### config.mk
export PLATFORM = sky130hd
export DESIGN_NAME = sar_conv_ctrl
export DESIGN_NICKNAME = d
export VERILOG_FILES = /design/src/rtl/sar_pkg.sv /design/src/rtl/sar_search.sv /design/src/rtl/sar_seq.sv /design/src/rtl/sar_regs.sv /design/src/rtl/sar_conv_ctrl.sv
export SDC_FILE = /design/constraint.sdc
export NUM_CORES = 1
export LEC_CHECK = 0
export ABC_AREA = 1
export BUFFER_PORTS_ARGS = -buffer_cell sky130_fd_sc_hd__buf_2
export CAP_MARGIN = 40
export CELL_PAD_IN_SITES_DETAIL_PLACEMENT = 1
export CELL_PAD_IN_SITES_GLOBAL_PLACEMENT = 1
export CORE_MARGIN = 2
export CORE_UTILIZATION = 37
export DETAILED_ROUTE_END_ITERATION = 12
export PLACE_DENSITY = 0.91
export RECOVER_POWER = 50
export SLEW_MARGIN = 5
export SYNTH_ARGS = -nofsm -noshare
export SYNTH_HDL_FRONTEND = slang
export SYNTH_SLANG_ARGS = --single-unit
### constraint.sdc
create_clock -name clk -period 2.2 [get_ports clk]
set_clock_uncertainty 0.1 [all_clocks]
set_input_delay 0.22 -clock clk [delete_from_list [all_inputs] [get_ports clk]]
set_output_delay 0.22 -clock clk [all_outputs]
set_load 0.01 [all_outputs]
### src/rtl/sar_pkg.sv
`timescale 1ns/1ps
package sar_pkg;
    localparam int BUS_W  = 32;
    localparam int ADDR_W = 4;

    // Word index taken from bus_addr[3:2]
    localparam logic [1:0] IDX_RESULT = 2'd0;
    localparam logic [1:0] IDX_STATUS = 2'd1;
    localparam logic [1:0] IDX_CTRL   = 2'd2;
    localparam logic [1:0] IDX_DELAY  = 2'd3;

    // Control word bit positions
    localparam int CB_PWR = 3;
    localparam int CB_IE  = 5;
    localparam int CB_IRQ = 6;

    typedef enum logic [1:0] {
        SQ_IDLE = 2'd0,
        SQ_WAIT = 2'd1,
        SQ_CONV = 2'd2
    } seq_state_e;

    // Decoded command from the register bank to the sequencer
    typedef struct packed {
        logic launch;
        logic kill;
    } seq_cmd_t;

    function automatic logic [1:0] word_index(input logic [ADDR_W-1:0] a);
        return a[3:2];
    endfunction
endpackage

### src/rtl/sar_search.sv
`timescale 1ns/1ps
module sar_search #(
    parameter int RES_BITS = 10
) (
    input  logic                clk,
    input  logic                rst,
    input  logic                start,
    input  logic                abort,
    input  logic                cmp_hi,
    output logic [RES_BITS-1:0] trial,
    output logic                finish,
    output logic [RES_BITS-1:0] final_code
);
    localparam logic [RES_BITS-1:0] MSB_MASK = {1'b1, {(RES_BITS-1){1'b0}}};

    logic [RES_BITS-1:0] trial_q;
    logic [RES_BITS-1:0] probe_q;
    logic                active_q;
    logic [RES_BITS-1:0] resolved;

    // Keep the bit under test only when the input is at or above the trial level
    assign resolved   = cmp_hi ? trial_q : (trial_q & ~probe_q);
    assign finish     = active_q && probe_q[0];
    assign final_code = resolved;
    assign trial      = trial_q;

    always_ff @(posedge clk) begin
        if (rst || abort) begin
            trial_q  <= '0;
            probe_q  <= '0;
            active_q <= 1'b0;
        end else if (start) begin
            trial_q  <= MSB_MASK;
            probe_q  <= MSB_MASK;
            active_q <= 1'b1;
        end else if (active_q) begin
            if (probe_q[0]) begin
                trial_q  <= '0;
                probe_q  <= '0;
                active_q <= 1'b0;
            end else begin
                trial_q <= resolved | (probe_q >> 1);
                probe_q <= probe_q >> 1;
            end
        end
    end
endmodule

### src/rtl/sar_seq.sv
`timescale 1ns/1ps
module sar_seq
    import sar_pkg::*;
#(
    parameter int DLY_BITS = 6
) (
    input  logic                clk,
    input  logic                rst,
    input  seq_cmd_t            cmd,
    input  logic [DLY_BITS-1:0] dly_val,
    input  logic                finish,
    output logic                busy,
    output logic                srch_start
);
    seq_state_e          state_q;
    logic [DLY_BITS-1:0] cnt_q;

    assign busy       = (state_q != SQ_IDLE);
    assign srch_start = (state_q == SQ_WAIT) && (cnt_q == '0) && !cmd.kill;

    always_ff @(posedge clk) begin
        if (rst || cmd.kill) begin
            state_q <= SQ_IDLE;
            cnt_q   <= '0;
        end else begin
            case (state_q)
                SQ_IDLE: begin
                    if (cmd.launch) begin
                        state_q <= SQ_WAIT;
                        cnt_q   <= dly_val;
                    end
                end
                SQ_WAIT: begin
                    if (cnt_q == '0) state_q <= SQ_CONV;
                    else             cnt_q   <= cnt_q - 1'b1;
                end
                SQ_CONV: begin
                    if (finish) state_q <= SQ_IDLE;
                end
                default: state_q <= SQ_IDLE;
            endcase
        end
    end
endmodule

### src/rtl/sar_regs.sv
`timescale 1ns/1ps
module sar_regs
    import sar_pkg::*;
#(
    parameter int RES_BITS = 10,
    parameter int CH_BITS  = 3,
    parameter int DLY_BITS = 6
) (
    input  logic                clk,
    input  logic                rst,
    input  logic [ADDR_W-1:0]   bus_addr,
    input  logic                bus_wr,
    input  logic [BUS_W-1:0]    bus_wdata,
    output logic [BUS_W-1:0]    bus_rdata,
    input  logic                busy,
    input  logic                finish,
    input  logic [RES_BITS-1:0] final_code,
    output seq_cmd_t            cmd,
    output logic [DLY_BITS-1:0] dly_val,
    output logic [CH_BITS-1:0]  chan,
    output logic                pwr,
    output logic                ie,
    output logic                irq
);
    logic [RES_BITS-1:0] result_q;
    logic [DLY_BITS-1:0] dly_q;
    logic [CH_BITS-1:0]  ch_q;
    logic                pwr_q, ie_q, irq_q;
    logic                ctrl_wr, dly_wr, ie_eff, capture;
    logic [1:0]          widx;

    assign widx    = word_index(bus_addr);
    assign ctrl_wr = bus_wr && (widx == IDX_CTRL);
    assign dly_wr  = bus_wr && (widx == IDX_DELAY);

    assign cmd.kill   = ctrl_wr && !bus_wdata[CB_PWR];
    assign cmd.launch = ctrl_wr &&  bus_wdata[CB_PWR] && !busy;

    assign ie_eff  = ctrl_wr ? bus_wdata[CB_IE] : ie_q;
    assign capture = finish && !cmd.kill;

    always_ff @(posedge clk) begin
        if (rst) begin
            result_q <= '0;
            dly_q    <= '0;
            ch_q     <= '0;
            pwr_q    <= 1'b0;
            ie_q     <= 1'b0;
            irq_q    <= 1'b0;
        end else begin
            if (dly_wr) dly_q <= bus_wdata[DLY_BITS-1:0];
            if (ctrl_wr) begin
                ie_q  <= bus_wdata[CB_IE];
                pwr_q <= bus_wdata[CB_PWR];
                if (!busy) ch_q <= bus_wdata[CH_BITS-1:0];
            end
            if (capture) result_q <= final_code;
            if (capture && ie_eff) irq_q <= 1'b1;
            else if (ctrl_wr)      irq_q <= 1'b0;
        end
    end

    // Zero-extended views of the narrow registers
    logic [BUS_W-1:0] result_word, dly_word, ctrl_word;
    generate
        if (RES_BITS < BUS_W) begin : g_res_pad
            assign result_word = {{(BUS_W-RES_BITS){1'b0}}, result_q};
        end else begin : g_res_full
            assign result_word = result_q[BUS_W-1:0];
        end
    endgenerate
    assign dly_word = {{(BUS_W-DLY_BITS){1'b0}}, dly_q};

    always_comb begin
        ctrl_word                 = '0;
        ctrl_word[CH_BITS-1:0]    = ch_q;
        ctrl_word[CB_PWR]         = pwr_q;
        ctrl_word[CB_IE]          = ie_q;
        ctrl_word[CB_IRQ]         = irq_q;
    end

    always_comb begin
        case (widx)
            IDX_RESULT: bus_rdata = result_word;
            IDX_STATUS: bus_rdata = {{(BUS_W-1){1'b0}}, busy};
            IDX_CTRL:   bus_rdata = ctrl_word;
            default:    bus_rdata = dly_word;
        endcase
    end

    assign dly_val = dly_q;
    assign chan    = ch_q;
    assign pwr     = pwr_q;
    assign ie      = ie_q;
    assign irq     = irq_q;
endmodule

### src/rtl/sar_conv_ctrl.sv
`timescale 1ns/1ps
module sar_conv_ctrl
    import sar_pkg::*;
#(
    parameter int RES_BITS = 10,
    parameter int CH_BITS  = 3,
    parameter int DLY_BITS = 6
) (
    input  logic                clk,
    input  logic                rst,
    input  logic [3:0]          bus_addr,
    input  logic                bus_wr,
    input  logic [31:0]         bus_wdata,
    output logic [31:0]         bus_rdata,
    input  logic                cmp_hi,
    output logic [RES_BITS-1:0] dac_code,
    output logic [CH_BITS-1:0]  chan_sel,
    output logic                pwr_en,
    output logic                irq
);
    seq_cmd_t            cmd_w;
    logic [DLY_BITS-1:0] dly_w;
    logic                seq_busy, srch_start, srch_finish, ie_w;
    logic [RES_BITS-1:0] final_w;

    sar_regs #(.RES_BITS(RES_BITS), .CH_BITS(CH_BITS), .DLY_BITS(DLY_BITS)) u_regs (
        .clk        (clk),
        .rst        (rst),
        .bus_addr   (bus_addr),
        .bus_wr     (bus_wr),
        .bus_wdata  (bus_wdata),
        .bus_rdata  (bus_rdata),
        .busy       (seq_busy),
        .finish     (srch_finish),
        .final_code (final_w),
        .cmd        (cmd_w),
        .dly_val    (dly_w),
        .chan       (chan_sel),
        .pwr        (pwr_en),
        .ie         (ie_w),
        .irq        (irq)
    );

    sar_seq #(.DLY_BITS(DLY_BITS)) u_seq (
        .clk        (clk),
        .rst        (rst),
        .cmd        (cmd_w),
        .dly_val    (dly_w),
        .finish     (srch_finish),
        .busy       (seq_busy),
        .srch_start (srch_start)
    );

    sar_search #(.RES_BITS(RES_BITS)) u_search (
        .clk        (clk),
        .rst        (rst),
        .start      (srch_start),
        .abort      (cmd_w.kill),
        .cmp_hi     (cmp_hi),
        .trial      (dac_code),
        .finish     (srch_finish),
        .final_code (final_w)
    );
endmodule

After elaboration in Yosys (flattened, before gate mapping) --
Index checks and enable logic that the tools add are counted.
Word-level totals: flip-flop bits (word level) 51
Operators by class: mux-type cells 21, $add $sub $neg 1, bitwise operators 4, equal/unequal tests 9, reductions and logical operators 25
Operators by type and width (number):
- two-way mux 10 bit | 6
- case mux 10 bit (3 select lines) | 1
- two-way mux 6 bit | 2
- case mux 6 bit (2 select lines) | 1
- AND 10 bit | 1
- logical AND 1 bit | 10
- NOT 10 bit | 1
- OR 10 x 9 -> 10 bit | 1
- two-way mux 9 bit | 1
- inequality test 2 bit, second input constant | 4
- nonzero test 2 bit | 4
- equality test 2 bit, second input constant | 3
- logical NOT 6 bit | 1
- two-way mux 1 bit | 6
- two-way mux 2 bit | 3
- case mux 2 bit (3 select lines) | 1
- AND reduction 3 bit | 2
- subtractor 6 x 1 -> 6 bit, second input constant | 1
- equality test 2 x 1 -> 1 bit, second input constant | 2
- logical NOT 2 bit | 2
- logical NOT 1 bit | 3
- AND reduction 2 bit | 1
- OR reduction 2 bit | 1
- logical OR 1 bit | 1
- NOT 1 bit | 1

Depth between registers and ports, before layout --
depth in word-level cells 7, mapped depth 9, gate-level depth less buffers 9

Hierarchy --
From an unflattened synthesis, not the netlist that was laid out.
Unflattened totals: cell total of the unflattened synthesis 387, area total of the unflattened synthesis 2707.6 µm²
By module, submodules not included:
- sar_regs | cells each 179, instances 1, sequential area each 440.4 µm², area each 1241.2 µm²
- sar_search | cells each 131, instances 1, sequential area each 420.4 µm², area each 964.7 µm²
- sar_seq | cells each 77, instances 1, sequential area each 160.2 µm², area each 501.7 µm²

Least setup slack after synthesis --
No wires, ideal clock.
path type register to register, from reg u_seq.cnt_q[0], to reg u_search.trial_q[1] (netlist: u_search.trial[1]), setup slack 0.840 ns, arrival time 1.146 ns, stages on the path, launching flop included 7, cell sequence dfxtp_1 > inv_1 > ha_1 > nand4_1 > nand2_4 > buf_6 > nor2_1
Between the ends: cells in the longest elaborated chain, start to end 4
RTL lines:
- from (decl) | RTL line sar_seq.sv:16 | logic [DLY_BITS-1:0] cnt_q;
- from (signal assigned) | RTL line sar_seq.sv:30 | cnt_q <= dly_val;
- from (signal assigned) | RTL line sar_seq.sv:35 | else cnt_q <= cnt_q - 1'b1;
- logical NOT 6 bit | RTL line sar_seq.sv:19 | assign srch_start = (state_q == SQ_WAIT) && (cnt_q == '0) && !cmd.kill;
- logical AND 1 bit (2 in series) | RTL line sar_seq.sv:19
- OR reduction 2 bit (no source line)
- to (signal assigned) | RTL line sar_search.sv:42 | trial_q <= resolved | (probe_q >> 1);
- to (decl) | RTL line sar_search.sv:16 | logic [RES_BITS-1:0] trial_q;
No other way between the ends. A chain may end at the register's enable or synchronous reset.

==> flow_summary.json <==
{
  "detailroute.via_count": 2258,
  "synth_top_area_share": 0.4176,
  "ant_nets": 0,
  "ys_ff_latch": 51,
  "yosys_warnings": 0,
  "gp_congestion": 0.8104,
  "yosysSeqAreaShare": 0.4176,
  "rows": 29,
  "reg2reg_setup_slack_ps": 480,
  "fill_cells": 857,
  "maxCapViolCount": 0,
  "cp-start-kind": "register",
  "synthesis.area_um2": 2445,
  "avgSynthCellArea_um2": 7.149,
  "postCtsSetupBuffers": 0,
  "track_usage": 0.1851,
  "cts.sinks": 51,
  "via_per_inst": 4.952,
  "dieArea_um2": 7274,
  "antennaDiodeCount": 0,
  "synthCells": 342,
  "clock_latency_ps": 310,
  "max_slew_margin": 0.6527,
  "critical_path_class": "reg2reg",
  "finalSetupViolations": 0,
  "dp_hpwl_um": 4918,
  "cts_max_level": 2,
  "numPortBuffers": 36,
  "synth_cell_type_count": 27,
  "hold_violations": 0,
  "fp.dieH_um": 85.29,
  "clock_path_buffers": 2,
  "tns_ps": 0,
  "synthArstFlopShare": 0,
  "first_pass_iters": 4,
  "rsz0062_at_grt": "false",
  "drt_wl_total_um": 6427,
  "p_leak_nw": 1.117,
  "drc_errors": 0,
  "fin_crit_ps": 1722,
  "setup_slack_ps": 478.3,
  "grt_max_degree": 21,
  "drv_slew": 0,
  "critical_path_arrival_ps": 1880,
  "cts_buffers": 5,
  "required_ps": 2360,
  "outcome": "completed",
  "fmax_mhz": 580.8,
  "cts.repair.resized": 0,
  "vdd_drop_max_uv": 307.4,
  "drive_gt1_frac": 0.09499,
  "synth-edff-count": 0,
  "area_growth_pct": 8.649,
  "wl_per_cell_um": 14.09,
  "grt-ovfl-total": 0,
  "path_max_fanout": 16,
  "power.density_nw_per_um2": 628.6,
  "die_w_um": 85.29,
  "grt_pass1_wl_um": 10830,
  "drt_iter0_markers": 64,
  "io_pins": 87,
  "hold_buffers": 0,
  "tightest_slew_ps": 520.4,
  "grt_pass1_vias": 2317,
  "yosys_most_used_dff": "dfxtp_1",
  "cts_tree": "done",
  "place_ws_ps": 504.9,
  "core_um2": 6386,
  "min_path_type": "in2reg",
  "period_share": 0.7826,
  "yosys.area.top_type": "dfxtp_1",
  "end_kind": "register",
  "multi_input_area_um2": 1117,
  "seq_area_um2": 1021,
  "cts_root_buffer": "clkbuf_8",
  "start_util": 0.3828,
  "synth.area.top_cells": "dfxtp_1 42%, a21oi_1 9.0%, nand2_1 8.3%",
  "layout.nets": 420,
  "clk_pin_slew_ps": 100,
  "grt_antenna_before_repair": 0
}
-- power breakdown --
group	switching [W]	leakage, nW	internal [W]	total [W]
sequential	0.0000128	0.412	0.000939	0.000952
clock	0.000329	0.0418	0.000229	0.000558
combinational	0.000116	0.663	0.0000433	0.000159
total	0.000458	1.12	0.00121	0.00167
-- flip-flops by register name, indices dropped and copies added (netlist names) --
name,count
u_regs.irq,1
u_regs.chan,3
u_regs.pwr,1
u_search.trial,10
u_regs.dly_val,6
u_seq.cnt_q,6
u_regs.ie,1
u_seq.state_q,2
u_regs.result_q,10
u_search.probe_q,10
u_search.active_q,1
-- final timing paths --
kind / from / to / cells past startpoint
setup / recovery: u_search.active_q / u_search.trial[6] / 6
hold / removal: bus_wdata[1] / u_regs.chan[1] / 3
setup reg to reg: u_search.active_q / u_search.trial[6] / 6
hold reg to reg: u_regs.dly_val[4] / u_regs.dly_val[4] / 2
-- final cells by class --
type	count	area share
multi-input cells	239	0.4206
flip-flops and latches	51	0.3844
repair buffers	38	0.06453
inverters	43	0.06076
well taps	77	0.03627
clock buffers	6	0.02732
clock inverters	2	0.006123
-- worst max-delay path, stage by stage (launching register included) --
cell and delay [ps]:
dfxtp_1 590, nand2_1 130, inv_1 390, nand2_1 150
o21ai_0 130, a21oi_1 80, nor2_1 100
-- placed cells by master (no fill, tap or decap) --
cell	instances
nand2_1	55
nor2_1	52
dfxtp_1	51
a21oi_1	44
inv_1	37
o21ai_0	36
conb_1	22
clkbuf_1	20
buf_2	17
nand3_1	11
clkbuf_8	5
inv_2	4
o211ai_1	3
nand4_1	3
o221ai_1	2
nor2_2	2
clkinv_1	2
ha_1	2
buf_4	2
o2111ai_1	1
nand3_4	1
nor2_8	1
nand2_4	1
nor2_4	1
o21bai_1	1
nor3_1	1
inv_6	1
clkinvlp_4	1
-- cell usage after synthesis (2+ instances only) --
cell type   n
buf_2       3
clkinv_1    2
buf_6       2
buf_4      22
dfxtp_1    51
nand2_1    54
nor2_1     51
inv_1      36
o211ai_1    3
clkbuf_1    3
nand4_1     3
o221ai_1    2
nand3_1    11
ha_1        2
nor2_2      2
nor2_4      2
o21ai_0    36
a21oi_1    44
inv_2       5
-- cell families after synthesis --
| kind of cell | synth area share |
|---|---|
| simple gates | 0.2303 |
| compound gates | 0.1868 |
| buf+inv | 0.1535 |
| flops | 0.4176 |
| fa+ha+maj | 0.01023 |
| other cells | 0.001534 |
-- routing by layer --
metal  global-route usage  vias up  wire (um)
li1                     -     1128          -
met2               0.3224       34       3239
met5                    0        -          0
met3              0.03210       13        177
met4              0.07792        0        144
met1               0.2238     1083       2866
-- per-stage QoR --
step | std cells | area (um^2) | utilization | total power (W) | hold slack [ps]
after global routing | 456 | 2656 | 0.4159 | 0.001742 | 89.78
after CTS | 456 | 2690 | 0.4212 | 0.001690 | 52.95
final | 456 | 2656 | 0.4159 | 0.001670 | 57.94
after global placement | 448 | 2601 | 0.4073 | 0.001128 | 354.0
after floorplan | 363 | 2524 | - | 0.001110 | 189.1
after detailed placement | 448 | 2601 | 0.4073 | 0.001134 | 367.9
Note: power is estimated with default switching activity, not from simulation.
